<file path="src/rtl/tcc_pkg.sv">
package tcc_pkg;

    // Control inputs of one clock cycle, grouped.
    typedef struct packed {
        logic tick;
        logic upd;
        logic wr;
        logic clr;
    } tcc_ctl_t;

    // Match pipeline state.
    typedef struct packed {
        logic pend;
        logic flag;
        logic evt;
    } tcc_match_t;

    // A transfer needs an update point and a pending value.
    function automatic logic tcc_xfer(input logic upd, input logic pending);
        return upd & pending;
    endfunction

endpackage

</file>
<file path="src/rtl/tcc_buffer.sv">
module tcc_buffer
    import tcc_pkg::*;
#(
    parameter int W = 16
) (
    input  logic         clk,
    input  logic         rst,
    input  tcc_ctl_t     ctl,
    input  logic [W-1:0] wr_data,
    output logic [W-1:0] active,
    output logic         pending
);
    logic [W-1:0] shadow;
    logic         xfer;

    assign xfer = tcc_xfer(ctl.upd, pending);

    always_ff @(posedge clk) begin
        if (rst) begin
            shadow  <= '0;
            pending <= 1'b0;
            active  <= '0;
        end else begin
            if (xfer)
                active <= shadow;
            if (ctl.wr) begin
                shadow  <= wr_data;
                pending <= 1'b1;
            end else if (xfer) begin
                pending <= 1'b0;
            end
        end
    end

    // active value moves only at an update point
    assert_active_hold_R6: assert property (@(posedge clk) disable iff (rst)
        !$past(ctl.upd) |-> $stable(active));

    // a transfer without a concurrent write empties the buffer
    assert_pending_clear_R6: assert property (@(posedge clk) disable iff (rst)
        (ctl.upd && pending && !ctl.wr) |=> !pending);

    // a write always leaves a pending value
    assert_write_pending_R5: assert property (@(posedge clk) disable iff (rst)
        ctl.wr |=> pending);

endmodule

</file>
<file path="src/rtl/tcc_match.sv">
module tcc_match
    import tcc_pkg::*;
#(
    parameter int W = 16
) (
    input  logic         clk,
    input  logic         rst,
    input  tcc_ctl_t     ctl,
    input  logic [W-1:0] cnt,
    input  logic [W-1:0] active,
    output tcc_match_t   st
);
    logic equal;

    assign equal = (cnt == active);

    always_ff @(posedge clk) begin
        if (rst) begin
            st <= '0;
        end else begin
            st.evt <= 1'b0;
            if (ctl.tick) begin
                st.pend <= equal;
                if (st.pend) begin
                    st.evt  <= 1'b1;
                    st.flag <= 1'b1;
                end else if (ctl.clr) begin
                    st.flag <= 1'b0;
                end
            end else if (ctl.clr) begin
                st.flag <= 1'b0;
            end
        end
    end

    // the event always comes with the flag
    assert_evt_flag_R3: assert property (@(posedge clk) disable iff (rst)
        st.evt |-> st.flag);

    // the flag only rises at an edge that carried a timer tick
    assert_flag_rise_R2: assert property (@(posedge clk) disable iff (rst)
        $rose(st.flag) |-> $past(ctl.tick));

    // the flag only falls after a clear request
    assert_flag_fall_R8: assert property (@(posedge clk) disable iff (rst)
        $fell(st.flag) |-> $past(ctl.clr));

endmodule

</file>
<file path="src/rtl/tcc_pwm.sv">
module tcc_pwm
    import tcc_pkg::*;
#(
    parameter int W = 16
) (
    input  logic         clk,
    input  logic         rst,
    input  tcc_ctl_t     ctl,
    input  logic [W-1:0] cnt,
    input  logic [W-1:0] active,
    output logic         level
);
    always_ff @(posedge clk) begin
        if (rst)
            level <= 1'b0;
        else if (ctl.tick)
            level <= (cnt < active);
    end

    // the level holds between timer ticks
    assert_pwm_hold_R9: assert property (@(posedge clk) disable iff (rst)
        !$past(ctl.tick) |-> $stable(level));

endmodule

</file>
<file path="src/rtl/tcc_chan.sv">
module tcc_chan
    import tcc_pkg::*;
#(
    parameter int W = 16
) (
    input  logic         clk,
    input  logic         rst,
    input  logic         tick,
    input  logic [W-1:0] cnt,
    input  logic         upd,
    input  logic         wr_en,
    input  logic [W-1:0] wr_data,
    input  logic         flag_clr,
    input  logic         irq_en,
    output logic [W-1:0] active_cmp,
    output logic         buf_pending,
    output logic         match_flag,
    output logic         match_evt,
    output logic         irq,
    output logic         pwm_out
);
    tcc_ctl_t   ctl;
    tcc_match_t mst;

    assign ctl = '{tick: tick, upd: upd, wr: wr_en, clr: flag_clr};

    tcc_buffer #(.W(W)) u_buf (
        .clk     (clk),
        .rst     (rst),
        .ctl     (ctl),
        .wr_data (wr_data),
        .active  (active_cmp),
        .pending (buf_pending)
    );

    tcc_match #(.W(W)) u_match (
        .clk    (clk),
        .rst    (rst),
        .ctl    (ctl),
        .cnt    (cnt),
        .active (active_cmp),
        .st     (mst)
    );

    tcc_pwm #(.W(W)) u_pwm (
        .clk    (clk),
        .rst    (rst),
        .ctl    (ctl),
        .cnt    (cnt),
        .active (active_cmp),
        .level  (pwm_out)
    );

    assign match_flag = mst.flag;
    assign match_evt  = mst.evt;
    assign irq        = mst.flag & irq_en;

    // no request without a set flag
    assert_irq_gate_R4: assert property (@(posedge clk) disable iff (rst)
        irq |-> match_flag);

endmodule

</file>
<file path="config.mk">
export PLATFORM = sky130hd
export DESIGN_NAME = tcc_chan
export DESIGN_NICKNAME = d
export VERILOG_FILES = /design/src/rtl/tcc_pkg.sv /design/src/rtl/tcc_buffer.sv /design/src/rtl/tcc_match.sv /design/src/rtl/tcc_pwm.sv /design/src/rtl/tcc_chan.sv
export SDC_FILE = /design/constraint.sdc
export NUM_CORES = 1
export LEC_CHECK = 0
export ABC_AREA = 0
export BUFFER_PORTS_ARGS = -buffer_cell sky130_fd_sc_hd__buf_2
export CAP_MARGIN = 0
export CORE_MARGIN = 1
export CORE_UTILIZATION = 45
export CTS_CLUSTER_DIAMETER = 30
export DETAILED_ROUTE_END_ITERATION = 8
export PLACE_DENSITY = 0.73
export REMOVE_ABC_BUFFERS = 1
export SYNTH_ARGS = -nofsm -noshare
export SYNTH_HDL_FRONTEND = slang
export SYNTH_SLANG_ARGS = --single-unit
</file>
<file path="constraint.sdc">
create_clock -name clk -period 1.8 [get_ports clk]
set_input_delay 0.36 -clock clk [delete_from_list [all_inputs] [get_ports clk]]
set_output_delay 0.36 -clock clk [all_outputs]
set_load 0.005 [all_outputs]
</file>
# Yosys cells after proc, flatten, opt, wreduce, memory -nomap -nowiden
# Cells that the tools add are included.
# word_totals
reg_bits	37
input_bits	39
# classes
mux	6
eq_ne	1
n_reduce_logical	2
bitwise	3
magnitude_cmp	1
# op_table
operator	n
$eq A16 B16 Y1	1
$lt A16 B16 Y1	1
$mux W1	6
$and A1 B1 Y1	2
$reduce_bool A2 Y1	1
$reduce_or A2 Y1	1
$not A1 Y1	1

# Depth between registers and ports, before layout
# Gate-level depths: netlist (run 1).
# logic_depth
depth_word	3
depth_mapped	6
ltp_nobuf	6

# Cells and area by module
# From an unflattened synthesis (run 1), not the netlist that was laid out.
# hier_totals
hier_cells	219
hier_area_um2	2128.3
# modules_own_cells
mod	n_inst	area_per_inst_um2	cells_per_inst
tcc_buffer	1	1396.3	130
tcc_pwm	1	452.9	56
tcc_match	1	272.8	32
tcc_chan	1	6.3	1

# Worst setup path before layout (run 1)
# OpenSTA, ideal clock, no wires.
# synth_timing
path_kind	reg2reg
start	register u_buf.active[14]
end	register u_pwm.level
required_ns	1.665
setup_time_ns	0.135
t_arrival_ns	1.438
period_less_slack_ns	1.573
stages_incl_launch_ff	7
setup_slack_ns	0.227
path_cell_list	dfxtp_1 inv_1 ha_1 nand4_1 nor4_1 a21boi_1 o32ai_2
# synth_between
elab_chain_cells	1
# synth_lines
item	line	source
start: declaration	tcc_buffer.sv:10	output logic [W-1:0] active,
start signal: assignment	tcc_buffer.sv:25	active <= shadow;
$lt A16 B16 Y1	tcc_pwm.sv:17	level <= (cnt < active);
end signal: assignment	tcc_pwm.sv:17	
end: declaration	tcc_pwm.sv:11	output logic level
# Every way passes these cells.
# A chain may end at the register's enable or synchronous reset.

# Worst setup path in the final report (run 1)
# layout_timing
start	register u_buf.active[11]
end	register u_pwm.level
# Same word-level chain as after synthesis.

==> results of run 1 <==
==> final timing paths <==
path | from | to
setup / recovery | u_buf.active[11] | u_pwm.level
hold / removal | wr_data[6] | u_buf.shadow[6]
setup reg to reg | u_buf.active[11] | u_pwm.level
hold reg to reg | u_buf.shadow[4] | u_buf.active[4]
==> logic make-up after synthesis <==
kind of cell    Yosys count
flops                    37
compound gates           30
simple gates             70
fa+ha+maj                16
buf+inv                  26
mux                      16
==> cell type report <==
type                       instances  area (sq um)
clock buffer                       7          96.3
clock inverter                     1          5.00
fill                             337          1340
inverter                          17          63.8
multi-input combinational        132           852
sequential                        37           742
tap                               46          57.6
timing repair buffer              61           310
==> synthesized netlist by cell type (2+ instances only) <==
master,n
mux2i_1,16
ha_1,16
nand3_1,3
buf_2,3
nand2b_1,2
inv_1,17
nor2_1,18
nand2_1,36
dfxtp_1,37
clkbuf_1,5
nand4_1,2
and2_1,2
a21oi_1,24
==> routing by layer <==
layer  track usage  vias to the layer above
met4         0.108                        0
met3        0.0417                        8
met2         0.305                       46
met1         0.225                      640
met5             0                        -
li1              -                      765
==> registers in the layout, summed over array words and instances, names as in the netlist <==
| name | cells |
|---|---|
| u_buf.active | 16 |
| u_pwm.level | 1 |
| u_buf.shadow | 16 |
| u_match.st | 3 |
| u_buf.pending | 1 |
==> timing repair <==
| action | CTS | global route |
|---|---|---|
| cloned | 0 | 0 |
| setup buffers | 0 | 0 |
| resized for setup | 1 | 2 |
| setup endpoints to repair | 1 | 1 |
| pin swaps | 0 | 1 |
==> power breakdown <==
| group | total (W) | switching (W) | internal [W] | leakage (nW) |
|---|---|---|---|---|
| clock | 0.000624 | 0.000278 | 0.000346 | 0.0542 |
| sequential | 0.000866 | 0.0000171 | 0.000849 | 0.303 |
| combinational | 0.000189 | 0.0000968 | 0.0000919 | 0.634 |
==> stage by stage <==
step	std cells	hold slack [ns]	power (W)
2_1_floorplan	186	0.425	0.000973
3_3_place_gp	293	0.439	0.00107
3_5_place_dp	293	0.446	0.00107
4_1_cts	301	0.297	0.00170
5_1_grt	301	0.312	0.00176
6_report	301	0.301	0.00168
==> worst max-delay path, delay by kind of cell, from the launching register on <==
kind	cells	cell delay, ns
adders and majority gates	1	0.30
and+or+nand+nor	2	0.46
AOI/OAI and AO/OA	2	0.36
buffers and inverters	1	0.05
DFF	1	0.36
==> results.ini, run 1 <==
[clock_tree]
cts_buffers = 5
htree_levels = 2
clock-sinks = 37
clock_latency_ns = 0.29
ctsHoldBuffers = 0
root_buffer = clkbuf_8
clk_path_buf_depth = 2
cts.clk_slew.worst_paths_ns = 0.07
cts_tree = done

[grt]
overflow = 0
grt_pass1_wl_mm = 5.71
grt_usage = 0.187
antenna_found_initial = 0
grt_pass1_vias = 1323
grt_max_degree = 38

[worst_setup_path]
worst-path-max-fanout = 3
worstSetupPathType = reg2reg
path_cells = inv_1, ha_1, nand4_1, nor4_2, a21boi_2, o32ai_2
cp-start-kind = flip-flop
worst_path_max_delay_cell = dfxtp_1
end_kind = flip-flop
worstPathRequired_ns = 1.95
ff2ff_setup_slack_ns = 0.15
slowest_delay_ns = 0.36
cp.arrival_ns = 1.81
r2r_cells = 6

[floorplan]
die_area_sq_um = 3990
core_sq_um = 3470
start_util = 0.486
dieWidth_um = 63.2
rows = 21
die_h_um = 63.2
io_pins = 60

[finish]
mostFrequentLayoutCells = buf_2 (59), nand2_1 (36), dfxtp_1 (36)
final_common_cell = buf_2
post-route-util = 0.613
areaGrowthSynthToFinish_pct = 26.3
final_cell_area_sq_um = 2130
final_layout_size_suffix_gt1_frac = 0.286
n_antenna_cell = 0
nNetsFinal = 309

[synthesis]
yosys_warnings = 0
syn_area_sq_um = 1680
ys_async_sr_fraction = 0
netlist_top_cells_area = dfxtp_1 (44%), ha_1 (12%), mux2i_1 (9.5%), nand2_1 (8.0%), a21oi_1 (7.1%)
synth.top_cell.area_share = 0.440
synth_edf_count = 0
synth_top_family_by_area = simple AND/OR/NAND/NOR gates
synth_xor_area_frac = 0
synthMuxAreaShare = 0.0951
synth-adder-area-share = 0.119
ys_types = 27
postSynthAreaPerCell_sq_um = 8.64
ys_seq_area_frac = 0.440
synth_cells = 195
synth-simple-area-share = 0.183
synth_flop_cell = dfxtp_1
synth-compound-area-share = 0.103
synth_top_area_cell = dfxtp_1
synth_seq_cells = 37

[route]
drt-initial-drc-count = 44
via_per_inst = 4.85
routed_wl_mm = 3.45
wl_met3_um = 198
num_vias = 1459
ant_nets = 0
m1WireLength_mm = 1.61
highest_layer = met4
drcViolationCount = 0
wl_per_cell_um = 11.4
dr_wl_met2_mm = 1.57
drtPass1Iterations = 4

[timing]
layout_setup_ws_ns = 0.146
slew_headroom = 0.621
tightest_slew_ns = 0.567
finalCritPeriodShare = 0.919
fmax_mhz = 604
finalSetupViolations = 0
drv_slew = 0
tns_ns = 0
finalCriticalPeriod_ns = 1.65
hold_viol = 0
skew_ns = 0.00445
grt_setup_unrepaired = no

[outcome]
outcome = finished, final reports clean

[flow_run]
maxCapViolCount = 0

[place]
place_area_sq_um = 2010
routabilityCongestion = 0.721
dp_hpwl_mm = 2.60
dp_slack_ns = -0.143
io_buffers = 59

[power_and_ir_drop]
ir_worst_vdd_v = 0.000470
power_leakage_nw = 0.991
power_density_nw_per_um2 = 789

[worst_hold_path]
whs_path_depth = 3
hold_class = in2reg

Note: power is estimated with default switching activity, not from simulation.
==> run 2: changes to the inputs <==
Settings changed: HOLD_SLACK_MARGIN set to 0.1, PLACE_DENSITY 0.73 to 0.71, SYNTH_HIERARCHICAL set to 1.
==> run 2 against run 1 <==
  * The run now ends with design-rule violations left
  * Final area rose by 16%
  * Flip-flop and latch count unchanged
  * Global-route usage decreased by 0.25 points
  * Setup slack better by 0.025 ns
  * Clock skew grew 0.00096 ns
  * Wire length is 21% higher
  * Total power is 0.45% lower
  * Via count up 13%
  * Clock power shrank 12%
  * Critical path type unchanged
  * Largest power group unchanged
==> results.ini, run 2 <==
[finish]
fillCellCount = 434  ; +29%
areaGrowthSynthToFinish_pct = 16.2
nNetsFinal = 329  ; +6.5%
post-route-util = 0.556  ; -0.0570
finalNonFillerCells = 328  ; +9.0%
final_common_cell = buf_2
n_antenna_cell = 0  ; unchanged
final_layout_size_suffix_gt1_frac = 0.322  ; +0.0362
top_regs = u_buf/active x16, u_buf/shadow x16, u_match/st x3
mostFrequentLayoutCells = buf_2 (59), dfxtp_1 (36), nor2_1 (20)

[place]
routabilityCongestion = 0.744  ; +3.1%
dp_hpwl_mm = 3.14  ; +21%
io_buffers = 59  ; unchanged
dp.cells = 320  ; +9.2%

[worst_hold_path]
hold_class = in2reg
whs_path_depth = 3  ; unchanged
hold_end = u_buf/shadow[8]
min_from = wr_data[8]

[clock_tree]
clock_latency_ns = 0.29  ; about the same
clk_path_buf_depth = 2  ; unchanged
post_cts_buffers = 0  ; unchanged
clock-sinks = 37  ; unchanged
ctsHoldBuffers = 0  ; unchanged
root_buffer = clkbuf_8
cts_tree = done
htree_levels = 2  ; unchanged
cts.clk_slew.worst_paths_ns = 0.07  ; about the same
cts_buffers = 5  ; unchanged
cts_resized = 0  ; -1

[synthesis]
yosysMostFrequentCell = dfxtp_1
postSynthAreaPerCell_sq_um = 9.72  ; +13%
ys_types = 35  ; +30%
ys_async_sr_fraction = 0  ; unchanged
ys_seq_area_frac = 0.348  ; -0.0918
netlist_top_cells_area = dfxtp_1 (35%), ha_1 (8.8%), a21bo_1 (7.5%), mux2i_1 (7.5%), xor2_1 (6.2%)
syn_area_sq_um = 2130  ; +26%
yosys_warnings = 6  ; +6
synth_flop_cell = dfxtp_1
synth.top_cell.area_share = 0.348  ; -0.0918
synth_seq_cells = 37  ; unchanged
synth_edf_count = 0  ; unchanged
synth_cells = 219  ; +12%
ys_top_cells_by_count = dfxtp_1 (37), nor2_1 (20), nand3_1 (19)
synth_top_area_cell = dfxtp_1

[timing]
tns_ns = 0  ; unchanged
skew_ns = 0.00541  ; +0.000961 ns
slew_headroom = 0.625  ; +0.00435
finalCriticalPeriod_ns = 1.63  ; -0.0250 ns
finalCritPeriodShare = 0.905  ; -0.0139
hold_viol = 0  ; unchanged
finalSetupViolations = 0  ; unchanged
tightest_slew_ns = 0.562  ; -0.00516 ns
fmax_mhz = 614  ; +1.5%
grt_setup_unrepaired = no
drv_slew = 0  ; unchanged

[power_and_ir_drop]
p_sw_w = 0.000430  ; +9.7%
clkPwrFrac = 0.330  ; -0.042
ir_worst_vdd_v = 0.000449  ; -4.5%
p_comb_frac = 0.149  ; +0.037
sw_frac_of_total = 0.257  ; +0.0238
power_density_nw_per_um2 = 676  ; -14%
seqPwrFrac = 0.521  ; +0.005
power_leakage_nw = 1.13  ; +14%
p_int_w = 0.00124  ; -3.5%

[grt]
grt_pass1_wl_mm = 7.13  ; +25%
grt_usage = 0.184  ; -0.00252
grt_pass1_vias = 1566  ; +18%
overflow = 0  ; unchanged
antenna_found_initial = 0  ; unchanged
grt_max_degree = 34  ; -11%

[worst_setup_path]
slowest_delay_ns = 0.38  ; +0.02 ns
worstSetupPathType = reg2reg
worst-path-max-fanout = 4  ; +1
reg2reg_from = u_buf/active[15]
reg2reg_to = u_pwm/level
r2r_cells = 6  ; unchanged
path_cells = inv_1, ha_1, nand4_1, or2_1, o41ai_2, o31ai_2
ff2ff_setup_slack_ns = 0.17  ; +0.02 ns
cp.arrival_ns = 1.81  ; about the same
end_kind = flip-flop
worstPathRequired_ns = 1.98  ; +0.03 ns
worst_path_max_delay_cell = dfxtp_1
cp-start-kind = flip-flop

[floorplan]
io_pins = 60  ; unchanged
core_sq_um = 4440  ; +28%
die_h_um = 70.8  ; +12%
dieWidth_um = 70.8  ; +12%
start_util = 0.479  ; -0.00668
rows = 24  ; +14%
die_area_sq_um = 5010  ; +25%

[route]
drt-initial-drc-count = 62  ; +41%
drtPass1Iterations = 6  ; +2
wl_per_cell_um = 12.7  ; +11%
drcViolationCount = 6  ; +6
routed_wl_mm = 4.17  ; +21%
via_per_inst = 5.02  ; +3.5%
ant_nets = 0  ; unchanged
num_vias = 1646  ; +13%

[outcome]
outcome = finished, violations left
violations = design-rule violations

[flow_run]
maxCapViolCount = 0  ; unchanged

==> run 2: cell types whose count changed after synthesis, sizes merged, moves of 2 or more <==
cell,change
nand2,-33
nor2,+2
xor2,+15
o21a,+2
nand3,+16
nor4,+2
clkbuf,-5
buf,+10
a21oi,-3
a21bo,+16
==> run 2: per-stage QoR <==
step | power [W] | hold WS [ns] | cell area (sq um) | setup WS (ns)
after CTS | 0.00169 | 0.300 | 2470 | 0.122
after global routing | 0.00176 | 0.304 | 2470 | 0.0347
final | 0.00167 | 0.306 | 2470 | 0.171
after detailed placement | 0.00114 | 0.435 | 2390 | 0.0807
after floorplan | 0.00101 | 0.421 | 2000 | 0.242
after global placement | 0.00113 | 0.431 | 2390 | 0.136
==> run 2: kinds of logic (layout without fill, tap and decap cells) <==
kind of cell    Yosys count  after routing  synth area share
buf+inv                  30             87            0.0882
simple gates             58             58             0.136
fa+ha+maj                15             15            0.0882
xor+xnor                 16             16            0.0658
mux                      16             16            0.0752
compound gates           47             47             0.198
flops                    37             37             0.348
==> run 2: final cells by class <==
class / instances / area (sq um) / share of cell area
inverter: 16 / 60.1 / 0.0243
clock buffer: 8 / 80.1 / 0.0324
sequential: 37 / 742 / 0.300
multi-input combinational: 152 / 1200 / 0.485
timing repair buffer: 63 / 325 / 0.132
tap: 52 / 65.1 / 0.0263
==> run 2: how the worst max path moves through the flow <==
stage / to / startpoint / slack (ns)
after floorplan: u_pwm/level / u_buf/active[14] / 0.24
after global placement: u_pwm/level / cnt[14] / 0.14
after detailed placement: u_pwm/level / cnt[14] / 0.08
after CTS: u_pwm/level / u_buf/active[14] / 0.12
after global routing: u_pwm/level / u_buf/active[14] / 0.03
final: u_pwm/level / u_buf/active[15] / 0.17
==> run 2: routing by layer <==
layer,GRT usage,part of all wire
met1,0.227,0.47
met2,0.311,0.47
met3,0.0541,0.049
met4,0.0600,0.014
met5,0,0
==> run 2: critical path: cells and delay by family (launching register included) <==
| kind | cells | cell delay (ns) |
|---|---|---|
| AOI/OAI and AO/OA | 2 | 0.42 |
| adders and majority gates | 1 | 0.28 |
| buffers and inverters | 1 | 0.06 |
| DFF | 1 | 0.38 |
| and+or+nand+nor | 2 | 0.39 |
==> run 2: power groups by stage <==
stage                     Sequential [W]  Clock [W]  Combinational (W)
after floorplan                 0.000893          0           0.000119
final                           0.000871   0.000552           0.000250
after detailed placement        0.000889          0           0.000251
after CTS                       0.000871   0.000571           0.000253
after global placement          0.000889          0           0.000246
after global routing            0.000875   0.000606           0.000282
==> run 3: changes to the inputs <==
Settings changed: ABC_AREA 0 to 1.
==> run 3 against run 2 <==
  * The flow still finishes with violations (design-rule violations)
  * Non-clock buffer count down 1
  * Flip-flop and latch count did not move
  * Sequential power grew 3.9%
  * Combinational power up 39%
  * Wire length rose by 13%
  * Hold slack got worse by 0.030 ns
  * Critical path depth is 1 higher
  * Cell count increased by 39%
  * Total power is 26% higher
==> results.ini, run 3 <==
[clock_tree]
htree_levels = 2  ; unchanged
clock_latency_ns = 0.29  ; about the same
cts_resized = 0  ; unchanged
post_cts_buffers = 0  ; unchanged
cts_tree = done
clk_path_buf_depth = 2  ; unchanged
ctsHoldBuffers = 0  ; unchanged
cts.clk_slew.worst_paths_ns = 0.07  ; about the same
cts_buffers = 5  ; unchanged
root_buffer = clkbuf_8
clock-sinks = 37  ; unchanged

[synthesis]
ys_async_sr_fraction = 0  ; unchanged
synth_edf_count = 0  ; unchanged
synth_cells = 342  ; +56%
yosysMostFrequentCell = nand2_1
ys_seq_area_frac = 0.349  ; +0.000820
ys_top_cells_by_count = nand2_1 (94), nor2_1 (79), inv_1 (67), dfxtp_1 (37), o21ai_0 (18)
syn_area_sq_um = 2120  ; -0.24%
synth_flop_cell = dfxtp_1
synth_top_area_cell = dfxtp_1
synth_seq_cells = 37  ; unchanged
yosys_warnings = 6  ; unchanged
synth.top_cell.area_share = 0.349  ; +0.000820
postSynthAreaPerCell_sq_um = 6.21  ; -36%
ys_types = 22  ; -37%
netlist_top_cells_area = dfxtp_1 (35%), nand2_1 (17%), nor2_1 (14%), inv_1 (12%), ha_1 (8.8%)

[power_and_ir_drop]
power_leakage_nw = 1.47  ; +31%
p_int_w = 0.00157  ; +26%
ir_worst_vdd_v = 0.000466  ; +3.8%
clkPwrFrac = 0.405  ; +0.075
seqPwrFrac = 0.429  ; -0.092
sw_frac_of_total = 0.255  ; -0.00248
power_density_nw_per_um2 = 809  ; +20%
p_comb_frac = 0.165  ; +0.016
p_sw_w = 0.000537  ; +25%

[finish]
n_antenna_cell = 0  ; unchanged
mostFrequentLayoutCells = nand2_1 (94), nor2_1 (79), inv_1 (67)
nNetsFinal = 457  ; +39%
top_regs = u_buf/active x16, u_buf/shadow x16, u_match/st x3
final_common_cell = nand2_1
final_cell_area_sq_um = 2600  ; +5.3%
post-route-util = 0.586  ; +0.0296
areaGrowthSynthToFinish_pct = 22.6
final_layout_size_suffix_gt1_frac = 0.196  ; -0.127

[route]
wl_per_cell_um = 10.4  ; -18%
drtPass1Iterations = 6  ; unchanged
num_vias = 2075  ; +26%
routed_wl_mm = 4.73  ; +13%
via_per_inst = 4.55  ; -9.3%
ant_nets = 0  ; unchanged
drcViolationCount = 10  ; +4
drt-initial-drc-count = 50  ; -19%

[worst_setup_path]
worstSetupPathType = reg2reg
cp.arrival_ns = 1.61  ; -0.20 ns
worst_path_dominant_cell_family = simple AND/OR/NAND/NOR gates
slowest_delay_ns = 0.40  ; +0.02 ns
path_cells = inv_1, ha_1, nand2_2, nor4_1, nand2_1, nand2_1, a21oi_2
worst-path-max-fanout = 5  ; +1
crit_buf_inv = 1  ; unchanged
end_kind = flip-flop
crit_top_cell = nand2_1
worstPathRequired_ns = 1.98  ; about the same
worst_path_max_delay_cell = dfxtp_1
cp-start-kind = flip-flop

[timing]
finalCriticalPeriod_ns = 1.43  ; -0.202 ns
tns_ns = 0  ; unchanged
grt_setup_unrepaired = no
skew_ns = 0.00266  ; -0.00275 ns
finalSetupViolations = 0  ; unchanged
tightest_slew_ns = 0.421  ; -0.141 ns
finalCritPeriodShare = 0.793  ; -0.112
fmax_mhz = 701  ; +14%
hold_ws_ns = 0.275  ; -0.0303 ns
drv_slew = 0  ; unchanged
hold_viol = 0  ; unchanged
slew_headroom = 0.719  ; +0.0937
layout_setup_ws_ns = 0.373  ; +0.202 ns

[floorplan]
start_util = 0.478  ; -0.00113
dieWidth_um = 70.7  ; -0.11%
die_area_sq_um = 5000  ; -0.23%
io_pins = 60  ; unchanged
rows = 24  ; unchanged
die_h_um = 70.7  ; -0.11%
core_sq_um = 4440  ; unchanged

[place]
dp_slack_ns = 0.361  ; +0.281 ns
routabilityCongestion = 0.844  ; +13%
place_area_sq_um = 2470  ; +3.3%
dp_hpwl_mm = 3.44  ; +9.4%
io_buffers = 59  ; unchanged

[flow_run]
maxCapViolCount = 0  ; unchanged

[grt]
grt_pass1_vias = 1934  ; +23%
grt_pass1_wl_mm = 8.20  ; +15%
grt_usage = 0.206  ; +0.0214
overflow = 0  ; unchanged
antenna_found_initial = 0  ; unchanged
grt_max_degree = 33  ; -2.9%

[outcome]
outcome = finished, violations left
violations = design-rule violations

[worst_hold_path]
hold_class = in2reg

run 3: cell types whose count changed after synthesis, sizes merged, moves of 3 or more:
cell,before,now
nand2,3,95
nor2,20,81
inv,16,69
a21bo,16,0
mux2i,16,0
nand3,19,3
o21ai,2,18
xor2,15,1
a21oi,21,8
buf,14,8
nand4,3,0
run 3: through the flow:
step,instances,total power [W]
final,456,0.00211
after global routing,456,0.00222
after CTS,456,0.00212
after detailed placement,448,0.00127
after global placement,448,0.00126
after floorplan,334,0.00113
run 3: layer usage:
metal,track usage,routed length (um),up-vias
li1,-,-,1125
met1,0.264,2250,893
met2,0.344,2150,51
met3,0.0456,281,6
met4,0.0689,50,0
met5,0,0,-
run 3: worst paths after layout:
| kind | from | to | slack [ns] | cells after the start |
|---|---|---|---|---|
| worst max register to register | u_buf/active[15] | u_pwm/level | 0.37 | 7 |
| worst max-delay path | u_buf/active[15] | u_pwm/level | 0.37 | 7 |
| worst min-delay path | flag_clr | u_match/st[1] | 0.28 | 2 |
| worst min register to register | u_match/st[2] | u_match/st[0] | 0.46 | 2 |
run 3: cell type report:
class	instances	area, sq um
Fill cell	447	1840
Inverter	69	259
Multi-Input combinational cell	228	1070
Clock buffer	5	68.8
Tap cell	52	65.1
Clock inverter	3	65.1
Timing Repair Buffer	62	330
Sequential cell	37	741
run 3: logic make-up (layout without fill, tap and decap cells):
group                      Yosys count  count (layout)  share of synthesized area
adders and majority gates           15              15                     0.0884
AOI/OAI and AO/OA                   28              28                     0.0743
buffers and inverters               77             139                      0.145
DFF                                 37              37                      0.349
xor gates and xnor gates             2               2                    0.00825
and+or+nand+nor                    183             183                      0.335
run 3: power by group through the flow:
| stage | Clock (W) | Combinational [W] | Sequential (W) |
|---|---|---|---|
| floorplan | 0 | 0.000210 | 0.000919 |
| global placement | 0 | 0.000336 | 0.000921 |
| detailed placement | 0 | 0.000344 | 0.000923 |
| CTS | 0.000867 | 0.000350 | 0.000904 |
| global route | 0.000897 | 0.000411 | 0.000912 |
| finish | 0.000854 | 0.000348 | 0.000905 |
